### src/rtl/tapc_pkg.sv
package tapc_pkg;
  localparam int IR_W = 4;

  typedef enum logic [3:0] {
    ST_TLR, ST_RTI,
    ST_SEL_DR, ST_CAP_DR, ST_SH_DR, ST_EX1_DR, ST_PAU_DR, ST_EX2_DR, ST_UPD_DR,
    ST_SEL_IR, ST_CAP_IR, ST_SH_IR, ST_EX1_IR, ST_PAU_IR, ST_EX2_IR, ST_UPD_IR
  } tap_state_e;

  typedef enum logic [1:0] {DR_BYPASS, DR_ID, DR_BOUND, DR_BIST} dr_sel_e;

  localparam logic [IR_W-1:0] OP_EXTEST   = 4'b0000;
  localparam logic [IR_W-1:0] OP_SAMPLE   = 4'b0001;
  localparam logic [IR_W-1:0] OP_IDCODE   = 4'b0010;
  localparam logic [IR_W-1:0] OP_USERCODE = 4'b0011;
  localparam logic [IR_W-1:0] OP_INTEST   = 4'b0100;
  localparam logic [IR_W-1:0] OP_RUNBIST  = 4'b0101;
  localparam logic [IR_W-1:0] OP_CLAMP    = 4'b0110;
  localparam logic [IR_W-1:0] OP_HIGHZ    = 4'b0111;
  localparam logic [IR_W-1:0] OP_BYPASS   = 4'b1111;
  localparam logic [IR_W-1:0] IR_CAP_PAT  = 4'b0001;

  typedef struct packed {
    dr_sel_e dr;
    logic    id_user;
    logic    pin_scan;
    logic    pin_hiz;
    logic    bist;
  } dec_t;

  function automatic tap_state_e tap_next(input tap_state_e s, input logic tms);
    tap_state_e n;
    case (s)
      ST_TLR:    n = tms ? ST_TLR    : ST_RTI;
      ST_RTI:    n = tms ? ST_SEL_DR : ST_RTI;
      ST_SEL_DR: n = tms ? ST_SEL_IR : ST_CAP_DR;
      ST_CAP_DR: n = tms ? ST_EX1_DR : ST_SH_DR;
      ST_SH_DR:  n = tms ? ST_EX1_DR : ST_SH_DR;
      ST_EX1_DR: n = tms ? ST_UPD_DR : ST_PAU_DR;
      ST_PAU_DR: n = tms ? ST_EX2_DR : ST_PAU_DR;
      ST_EX2_DR: n = tms ? ST_UPD_DR : ST_SH_DR;
      ST_UPD_DR: n = tms ? ST_SEL_DR : ST_RTI;
      ST_SEL_IR: n = tms ? ST_TLR    : ST_CAP_IR;
      ST_CAP_IR: n = tms ? ST_EX1_IR : ST_SH_IR;
      ST_SH_IR:  n = tms ? ST_EX1_IR : ST_SH_IR;
      ST_EX1_IR: n = tms ? ST_UPD_IR : ST_PAU_IR;
      ST_PAU_IR: n = tms ? ST_EX2_IR : ST_PAU_IR;
      ST_EX2_IR: n = tms ? ST_UPD_IR : ST_SH_IR;
      default:   n = tms ? ST_SEL_DR : ST_RTI;
    endcase
    return n;
  endfunction

  function automatic dec_t decode_op(input logic [IR_W-1:0] op, input logic has_id);
    dec_t d;
    d.dr       = DR_BYPASS;
    d.id_user  = 1'b0;
    d.pin_scan = 1'b0;
    d.pin_hiz  = 1'b0;
    d.bist     = 1'b0;
    case (op)
      OP_EXTEST, OP_INTEST: begin d.dr = DR_BOUND; d.pin_scan = 1'b1; end
      OP_SAMPLE:            d.dr = DR_BOUND;
      OP_IDCODE:            if (has_id) d.dr = DR_ID;
      OP_USERCODE:          if (has_id) begin d.dr = DR_ID; d.id_user = 1'b1; end
      OP_RUNBIST:           begin d.dr = DR_BIST; d.pin_scan = 1'b1; d.bist = 1'b1; end
      OP_CLAMP:             d.pin_scan = 1'b1;
      OP_HIGHZ:             d.pin_hiz = 1'b1;
      default:              d.dr = DR_BYPASS;
    endcase
    return d;
  endfunction

  function automatic logic [IR_W-1:0] reset_op(input logic has_id);
    return has_id ? OP_IDCODE : OP_BYPASS;
  endfunction
endpackage

### src/rtl/tapc_fsm.sv
module tapc_fsm
  import tapc_pkg::*;
(
  input  logic       tck,
  input  logic       trst_n,
  input  logic       tms,
  output tap_state_e state,
  output tap_state_e prev_state
);
  always_ff @(posedge tck or negedge trst_n) begin
    if (!trst_n) begin
      state      <= ST_TLR;
      prev_state <= ST_TLR;
    end else begin
      prev_state <= state;
      state      <= tap_next(state, tms);
    end
  end
endmodule

### src/rtl/tapc_ir.sv
module tapc_ir
  import tapc_pkg::*;
#(
  parameter bit HAS_ID = 1'b1
) (
  input  logic            tck,
  input  logic            trst_n,
  input  tap_state_e      state,
  input  logic            tdi,
  output logic [IR_W-1:0] ir_sr,
  output logic [IR_W-1:0] ir_q
);
  localparam logic [IR_W-1:0] RST_OP = reset_op(HAS_ID);

  always_ff @(posedge tck or negedge trst_n) begin
    if (!trst_n) begin
      ir_sr <= IR_CAP_PAT;
      ir_q  <= RST_OP;
    end else begin
      case (state)
        ST_CAP_IR: ir_sr <= IR_CAP_PAT;
        ST_SH_IR:  ir_sr <= {tdi, ir_sr[IR_W-1:1]};
        default:   ir_sr <= ir_sr;
      endcase
      if (state == ST_TLR)         ir_q <= RST_OP;
      else if (state == ST_UPD_IR) ir_q <= ir_sr;
    end
  end
endmodule

### src/rtl/tapc_dr.sv
module tapc_dr
  import tapc_pkg::*;
#(
  parameter bit          HAS_ID   = 1'b1,
  parameter int          ID_W     = 32,
  parameter logic [31:0] ID_VALUE = 32'h1C3E_5A6B
) (
  input  logic            tck,
  input  logic            trst_n,
  input  tap_state_e      state,
  input  dr_sel_e         dr_sel,
  input  logic            id_user,
  input  logic            tdi,
  input  logic [ID_W-1:0] user_code,
  input  logic            bist_pass,
  output logic            byp_out,
  output logic            id_out,
  output logic            bist_out
);
  logic cap_w, sh_w;
  assign cap_w = (state == ST_CAP_DR);
  assign sh_w  = (state == ST_SH_DR);

  logic byp_q;
  always_ff @(posedge tck or negedge trst_n) begin
    if (!trst_n)                            byp_q <= 1'b0;
    else if (cap_w && dr_sel == DR_BYPASS)  byp_q <= 1'b0;
    else if (sh_w && dr_sel == DR_BYPASS)   byp_q <= tdi;
  end
  assign byp_out = byp_q;

  logic bist_q;
  always_ff @(posedge tck or negedge trst_n) begin
    if (!trst_n)                          bist_q <= 1'b0;
    else if (cap_w && dr_sel == DR_BIST)  bist_q <= bist_pass;
    else if (sh_w && dr_sel == DR_BIST)   bist_q <= tdi;
  end
  assign bist_out = bist_q;

  generate
    if (HAS_ID) begin : g_id
      logic [ID_W-1:0] id_sr;
      always_ff @(posedge tck or negedge trst_n) begin
        if (!trst_n)                      id_sr <= ID_VALUE[ID_W-1:0];
        else if (cap_w && dr_sel == DR_ID) id_sr <= id_user ? user_code : ID_VALUE[ID_W-1:0];
        else if (sh_w && dr_sel == DR_ID)  id_sr <= {tdi, id_sr[ID_W-1:1]};
      end
      assign id_out = id_sr[0];
    end else begin : g_no_id
      assign id_out = 1'b0;
    end
  endgenerate
endmodule

### src/rtl/tapc_top.sv
module tapc_top
  import tapc_pkg::*;
#(
  parameter bit          HAS_ID   = 1'b1,
  parameter int          ID_W     = 32,
  parameter logic [31:0] ID_VALUE = 32'h1C3E_5A6B
) (
  input  logic            tck,
  input  logic            trst_n,
  input  logic            tms,
  input  logic            tdi,
  input  logic [ID_W-1:0] user_code,
  input  logic            bsr_tdo,
  input  logic            bist_pass,
  output logic            tdo,
  output logic            tdo_oe,
  output logic            pin_scan,
  output logic            pin_hiz,
  output logic            bsr_select,
  output logic            bsr_capture,
  output logic            bsr_shift,
  output logic            bsr_update,
  output logic            bist_start
);
  tap_state_e      state, prev_state;
  logic [IR_W-1:0] ir_sr, ir_q;
  dec_t            dec;
  logic            byp_out, id_out, bist_out;

  // named internal events for the checker
  logic in_tlr, in_rti, in_sh_ir, in_sh_dr, upd_ir_w, cap_ir_w;
  logic tdo_next, oe_next;

  tapc_fsm u_fsm (
    .tck(tck), .trst_n(trst_n), .tms(tms),
    .state(state), .prev_state(prev_state)
  );

  tapc_ir #(.HAS_ID(HAS_ID)) u_ir (
    .tck(tck), .trst_n(trst_n), .state(state), .tdi(tdi),
    .ir_sr(ir_sr), .ir_q(ir_q)
  );

  assign dec = decode_op(ir_q, HAS_ID);

  tapc_dr #(.HAS_ID(HAS_ID), .ID_W(ID_W), .ID_VALUE(ID_VALUE)) u_dr (
    .tck(tck), .trst_n(trst_n), .state(state), .dr_sel(dec.dr),
    .id_user(dec.id_user), .tdi(tdi), .user_code(user_code),
    .bist_pass(bist_pass), .byp_out(byp_out), .id_out(id_out),
    .bist_out(bist_out)
  );

  assign in_tlr   = (state == ST_TLR);
  assign in_rti   = (state == ST_RTI);
  assign in_sh_ir = (state == ST_SH_IR);
  assign in_sh_dr = (state == ST_SH_DR);
  assign upd_ir_w = (state == ST_UPD_IR);
  assign cap_ir_w = (state == ST_CAP_IR);

  assign pin_scan    = dec.pin_scan && !in_tlr;
  assign pin_hiz     = dec.pin_hiz && !in_tlr;
  assign bsr_select  = (dec.dr == DR_BOUND);
  assign bsr_capture = bsr_select && (state == ST_CAP_DR);
  assign bsr_shift   = bsr_select && in_sh_dr;
  assign bsr_update  = bsr_select && (state == ST_UPD_DR);
  assign bist_start  = dec.bist && in_rti && (prev_state != ST_RTI);

  always_comb begin
    tdo_next = 1'b0;
    if (in_sh_ir) tdo_next = ir_sr[0];
    else if (in_sh_dr) begin
      case (dec.dr)
        DR_ID:    tdo_next = id_out;
        DR_BOUND: tdo_next = bsr_tdo;
        DR_BIST:  tdo_next = bist_out;
        default:  tdo_next = byp_out;
      endcase
    end
  end
  assign oe_next = in_sh_ir || in_sh_dr;

  always_ff @(negedge tck or negedge trst_n) begin
    if (!trst_n) begin
      tdo    <= 1'b0;
      tdo_oe <= 1'b0;
    end else begin
      tdo    <= tdo_next;
      tdo_oe <= oe_next;
    end
  end
endmodule

### config.mk
export PLATFORM = sky130hd
export DESIGN_NAME = tapc_top
export DESIGN_NICKNAME = d
export VERILOG_FILES = /design/src/rtl/tapc_pkg.sv /design/src/rtl/tapc_fsm.sv /design/src/rtl/tapc_ir.sv /design/src/rtl/tapc_dr.sv /design/src/rtl/tapc_top.sv
export SDC_FILE = /design/constraint.sdc
export NUM_CORES = 1
export LEC_CHECK = 0
export BUFFER_PORTS_ARGS = -buffer_cell sky130_fd_sc_hd__buf_4
export CAP_MARGIN = 15
export CORE_MARGIN = 1
export CORE_UTILIZATION = 50
export CTS_BUF_LIST = sky130_fd_sc_hd__clkbuf_8
export DETAILED_ROUTE_END_ITERATION = 6
export PLACE_DENSITY = 0.84
export SLEW_MARGIN = 20
export SYNTH_ARGS = -nofsm -noshare
export SYNTH_HDL_FRONTEND = slang
export SYNTH_SLANG_ARGS = --single-unit
### constraint.sdc
create_clock -name tck -period 1.79 [get_ports tck]
set_input_delay 0.358 -clock tck [delete_from_list [all_inputs] [get_ports tck]]
set_output_delay 0.358 -clock tck [all_outputs]
set_load 0.03 [all_outputs]
## Word level (Yosys, flattened, before mapping)

Cells that the tools add are included.

| cells by class | value |
|---|---|
| equal/unequal tests | 26 |
| mux-type cells | 31 |
| reduce and logical (&&, ||, !) cells | 28 |

Operators by type and width:

| operator | number |
|---|---|
| 32-bit two-way mux | 3 |
| 4-bit case mux with 11 select lines | 1 |
| 4-bit by 3-bit == test with 1-bit output, second input constant | 8 |
| 4-bit == test, second input constant | 8 |
| 4-bit two-way mux | 6 |
| 4-bit by 2-bit == test with 1-bit output, second input constant | 4 |
| 1-bit logical AND | 13 |
| 1-bit two-way mux | 13 |
| 2-bit nonzero test | 5 |
| 4-bit by 1-bit == test with 1-bit output, second input constant | 2 |
| 4-bit zero test | 2 |
| 4-bit case mux with 2 select lines | 1 |
| 2-bit two-way mux | 3 |
| 3-bit two-way mux | 2 |
| 2-bit case mux with 3 select lines | 1 |
| 2-bit OR reduction | 3 |
| 2-bit == test, second input constant | 2 |
| 4-bit by 1-bit != test with 1-bit output, second input constant | 1 |
| 4-bit OR reduction | 1 |
| 1-bit case mux with 3 select lines | 1 |
| 3-bit OR reduction | 1 |
| 2-bit by 1-bit == test with 1-bit output, second input constant | 1 |
| 2-bit zero test | 1 |
| 1-bit zero test | 1 |
| 1-bit logical OR | 1 |

| word-level totals | value |
|---|---|
| bits in registers | 52 |
| output and inout port bits | 9 |
| logic and storage cells | 94 |

## Logic depth before layout (Yosys ltp)

| depth | value |
|---|---|
| word-level depth | 7 |
| gate-level depth with buffers | 7 |

## Hierarchy

Synthesis repeated with hierarchy kept, for this count alone.

| second synthesis, totals | value |
|---|---|
| cells, all modules | 284 |
| area, all modules | 3,081.7 um^2 |

Modules (own cells, without submodules):

| module | times used | cells each | area each (um^2) | sequential area each (um^2) |
|---|---|---|---|---|
| tapc_dr | 1 | 170 | 2,049.5 | 872.1 |
| tapc_fsm | 1 | 41 | 400.4 | 200.2 |
| tapc_ir | 1 | 37 | 359.1 | 202.7 |
| tapc_top | 1 | 36 | 272.8 | 50.0 |

==> impl.org <==
** Power and ir drop
- The analysis attributes to net switching a power of 2.83 mW.
- Sequential cell fraction of total power :: 31.8%
- Across the VDD grid, the largest voltage drop is 1.01 mV.
- Internal Pwr Total :: 4.57 mW
- Combinational group share of total power :: 58.7%
- The clock network burns 9.5% of the power.
- Total power per unit cell area :: 1750 nW/µm²
- Net switching is 38.2% of the power.
- Leakage dissipation :: 1.78 nW
- Post-layout total power :: 7.40 mW

** Clocking
- Clock root buffer :: clkbuf_8
- Number of clock sinks :: 52
- Clock Path Buffers :: 2
- Clock-pin slew was measured on the worst setup and hold paths at 0.09 ns.
- CTS Buf Count :: 5
- TritonCTS built the clock tree.
- At the later pin of the worst-skew pair, clock insertion delay measures 0.31 ns.
- Maximum level of the CTS H-tree :: 2

** Synth
- Dominant synthesized flop cell :: dfrtp_1
- During synthesis, Yosys emitted a total of 0 warnings.
- Summing the sequential cell areas from Yosys gives 46.0% of the chip area.
- Summed over all instances, the cell type with the most area after synthesis is dfrtp_1.
- Multiplexer area fraction after synthesis :: 14.1%
- Area share of the leading cell type in the synthesized netlist :: 26.9%
- Share of async-settable or async-resettable flops after synthesis :: 100%
- In this run the mean area of a mapped cell was 10.5 µm².
- Counting distinct cell types in the post-synthesis netlist gives 51.
- In this run the cell area of the synthesized design comes to 2880 µm².
- Basic-gate share of the synthesized area counting and, or, nand and nor cells :: 15.5%
- By area, the combinational part of the netlist is dominated by compound AO/OA/AOI/OAI gates.
- Post-synthesis register bit count :: 52
- Yosys mapped a number of flops with a built-in enable equal to 0.
- Summing the areas of all fa, ha and maj instances in the mapped netlist gives 0.348% of the synthesized area.
- Complex-gate fraction of the synthesized area :: 17.9%
- When the netlist entered floorplanning its net count stood at 311.
- Summing the areas of all xor and xnor instances in the mapped netlist gives 0.304% of the synthesized area.
- The cell count after synthesis came out at 273.
- In the post-synthesis netlist, the biggest area contributors are dfrtp_1 (27%), dfstp_2 (17%), mux2_2 (11%).

** Drt
- The count of nets left with antenna violations once routing finished came out at 0.
- For this run, design rule violations remaining after detail routing come to 0.
- Using the TritonRoute via totals, the vias-per-cell ratio works out to 5.88.
- After detailed routing, the average wire length per cell comes to 20.6 µm.
- The detailed router placed 2552 vias in this run.
- First-pass DRT Iterations :: 5
- Drt initial violations :: 178
- After detailed routing, the total wire length is 8960 µm.

** Layout
- In the final layout, the share of cells above drive strength 1 is 57.5%.
- The final layout contains 399 nets.
- Layout Area Growth over Synthesis :: 47.0%
- Number of inserted diodes :: 0
- For this run, the share of the core covered by cells in the final layout is 76.4%.

** Floorplanning
- Pin placement for this block handled 47 I/O pins.
- Once the floorplan was initialized, standard cells occupied 52.0% of the core.
- Measured along the x axis, the die boundary spans 77.9 µm.
- The floorplan step defined a die boundary enclosing 6070 µm².
- Core footprint :: 5540 µm²
- Die outline height :: 77.9 µm
- Placement Rows :: 27

** Timing
- Setup WS post-layout :: -0.397 ns
- Hold timing on the final database bottoms out at a slack of 0.353 ns.
- The total count of max-transition violations in the final report was 0.
- The final hold violation count was 0.
- Setup repair after global routing could not meet its margin everywhere.
- In this run the tightest slew margin relative to its limit is 64.9%.
- Worst-margin pin slew :: 0.526 ns
- Post-route clock skew :: 0.0125 ns
- Setup violations remaining at the end of the flow were counted as 44.

** Place
- During placement, the flow inserted port buffers numbering 46.
- The congestion estimate from routability-driven global placement came to 0.839.
- The HPWL after detailed placement is 4450 µm.
- Timing analysis after detailed placement gives a worst setup slack of -0.295 ns.

** Worst hold path
- Hold crit path type :: in -> reg

** Setup path
- Critical path capture point type :: flop
- The critical path in this run is classified as reg -> reg.
- Launching element type of the critical path :: flop
- Data arrives at the worst endpoint at 1.44 ns.
- Critical path required time :: 1.04 ns
- Max FO, Critical Path :: 3

** Global route
- The number of global-route vias before repair came to 2656.
- Grt total ovfl :: 0
- Antenna violations before repair :: 0
- First-pass GRT wire length :: 13800 µm
- Global routing usage summed across all routing layers :: 29.9%
- Largest net degree at the start of global routing :: 43

** Outcome
- The checks that failed: setup timing.
- Outcome :: finished, violations left

** Job
- Total of max-cap violations :: 0
-- state kept, by name, indices dropped and copies added, names as in the netlist --
signal / flops
u_fsm.state: 4
u_ir.ir_sr: 4
tdo: 1
u_dr.g_id.id_sr: 32
u_dr.bist_out: 1
tdo_oe: 1
u_dr.byp_out: 1
u_ir.ir_q: 4
u_fsm.prev_state: 4
-- cells in the final DEF (no fill, tap or decap), types with 3 or more instances in the layout --
master and n:
mux2_2 10, dfstp_2 19, inv_2 3, buf_4 72
nand2_1 25, dfrtp_2 3, nor2_4 4, clkbuf_8 6
o21ai_0 9, buf_8 3, mux2_4 19, inv_1 7
o22ai_1 4, a21oi_1 5, buf_6 30, a2bb2oi_2 15
o2bb2ai_1 13, nor2b_1 3, mux2i_1 8, dfrtp_1 28
nor2_1 6, nand2b_1 19
-- logic make-up after synthesis --
family	after synthesis
buffers and inverters	36
and+or+nand+nor	81
xor gates and xnor gates	1
AOI/OAI and AO/OA	65
adders and majority gates	1
muxes	37
DFF	52
-- worst paths after layout --
path | from | cells past startpoint | endpoint | slack [ns]
max | u_ir.ir_q[1] | 3 | tdo | -0.40
min | tdi | 3 | u_ir.ir_sr[3] | 0.35
max reg2reg | u_ir.ir_q[1] | 3 | tdo | -0.40
min reg2reg | u_dr.g_id.id_sr[19] | 2 | u_dr.g_id.id_sr[19] | 0.50
max in group asynchronous | trst_n | 2 | tdo_oe | 0.38
min in group asynchronous | trst_n | 2 | u_ir.ir_q[0] | 0.44
-- final cells by class --
| class | instances | area (µm²) |
|---|---|---|
| multi-input cells | 185 | 1730 |
| flip-flops and latches | 52 | 1330 |
| fillers | 345 | 1310 |
| repair buffers | 107 | 953 |
| well taps | 72 | 90.1 |
| clock buffers | 6 | 82.6 |
| inverters | 10 | 37.5 |
| clock inverters | 2 | 10.0 |
-- layer usage --
metal  global-route usage [%]  part of all wire (%)  up-vias
met5                        0                     0        -
met4                     11.3                   2.4        0
met3                     4.47                   3.1       18
met2                     52.2                    51       75
met1                     37.2                    43     1302
li1                         -                     -     1157
-- synth_stat cells (all sizes together) (2+ instances only) --
| cell | n |
|---|---|
| nor3b | 3 |
| buf | 11 |
| dfrtn | 2 |
| nor2 | 10 |
| nor4b | 2 |
| nor2b | 3 |
| o221ai | 2 |
| nand2 | 26 |
| or3 | 2 |
| o2bb2ai | 13 |
| o22ai | 4 |
| nor4 | 2 |
| a2bb2oi | 15 |
| dfrtp | 31 |
| a22o | 2 |
| inv | 10 |
| o21ai | 10 |
| dfstp | 19 |
| a211oi | 3 |
| a2111oi | 2 |
| nand2b | 19 |
| clkbuf | 15 |
| and3 | 3 |
| a21oi | 7 |
| mux2i | 8 |
| a31oi | 2 |
| mux2 | 29 |
-- critical path: stages (launching register included) --
cell,delay (ns)
dfstp_2,0.57
a21oi_2,0.08
or2_4,0.24
a32o_1,0.26
-- through the flow --
step | TNS (ns) | area, µm² | instances
floorplan | -1.92 | 3000 | 273
global placement | -3.31 | 3560 | 399
detailed placement | -5.41 | 3560 | 399
CTS | -7.74 | 4240 | 435
global route | -11.12 | 4230 | 434
finish | -9.07 | 4230 | 434
-- power groups by stage --
stage          combinational, mW  sequential (mW)  clock [mW]
6_report                    4.34             2.35       0.701
5_1_grt                     4.60             2.39       0.753
4_1_cts                     4.18             2.29       0.692
3_5_place_dp                3.05             2.25           0
3_3_place_gp                2.95             2.22           0
2_1_floorplan               2.27             2.15           0
-- what timing repair did --
action,in CTS,in global routing
gates cloned,5,0
hold buffers,1,0
setup endpoints to repair,44,45
hold endpoints to repair,6,0
setup buffers,23,7
resized for setup,76,21
pin swaps,11,6
Power figures use the tool's default switching activity.
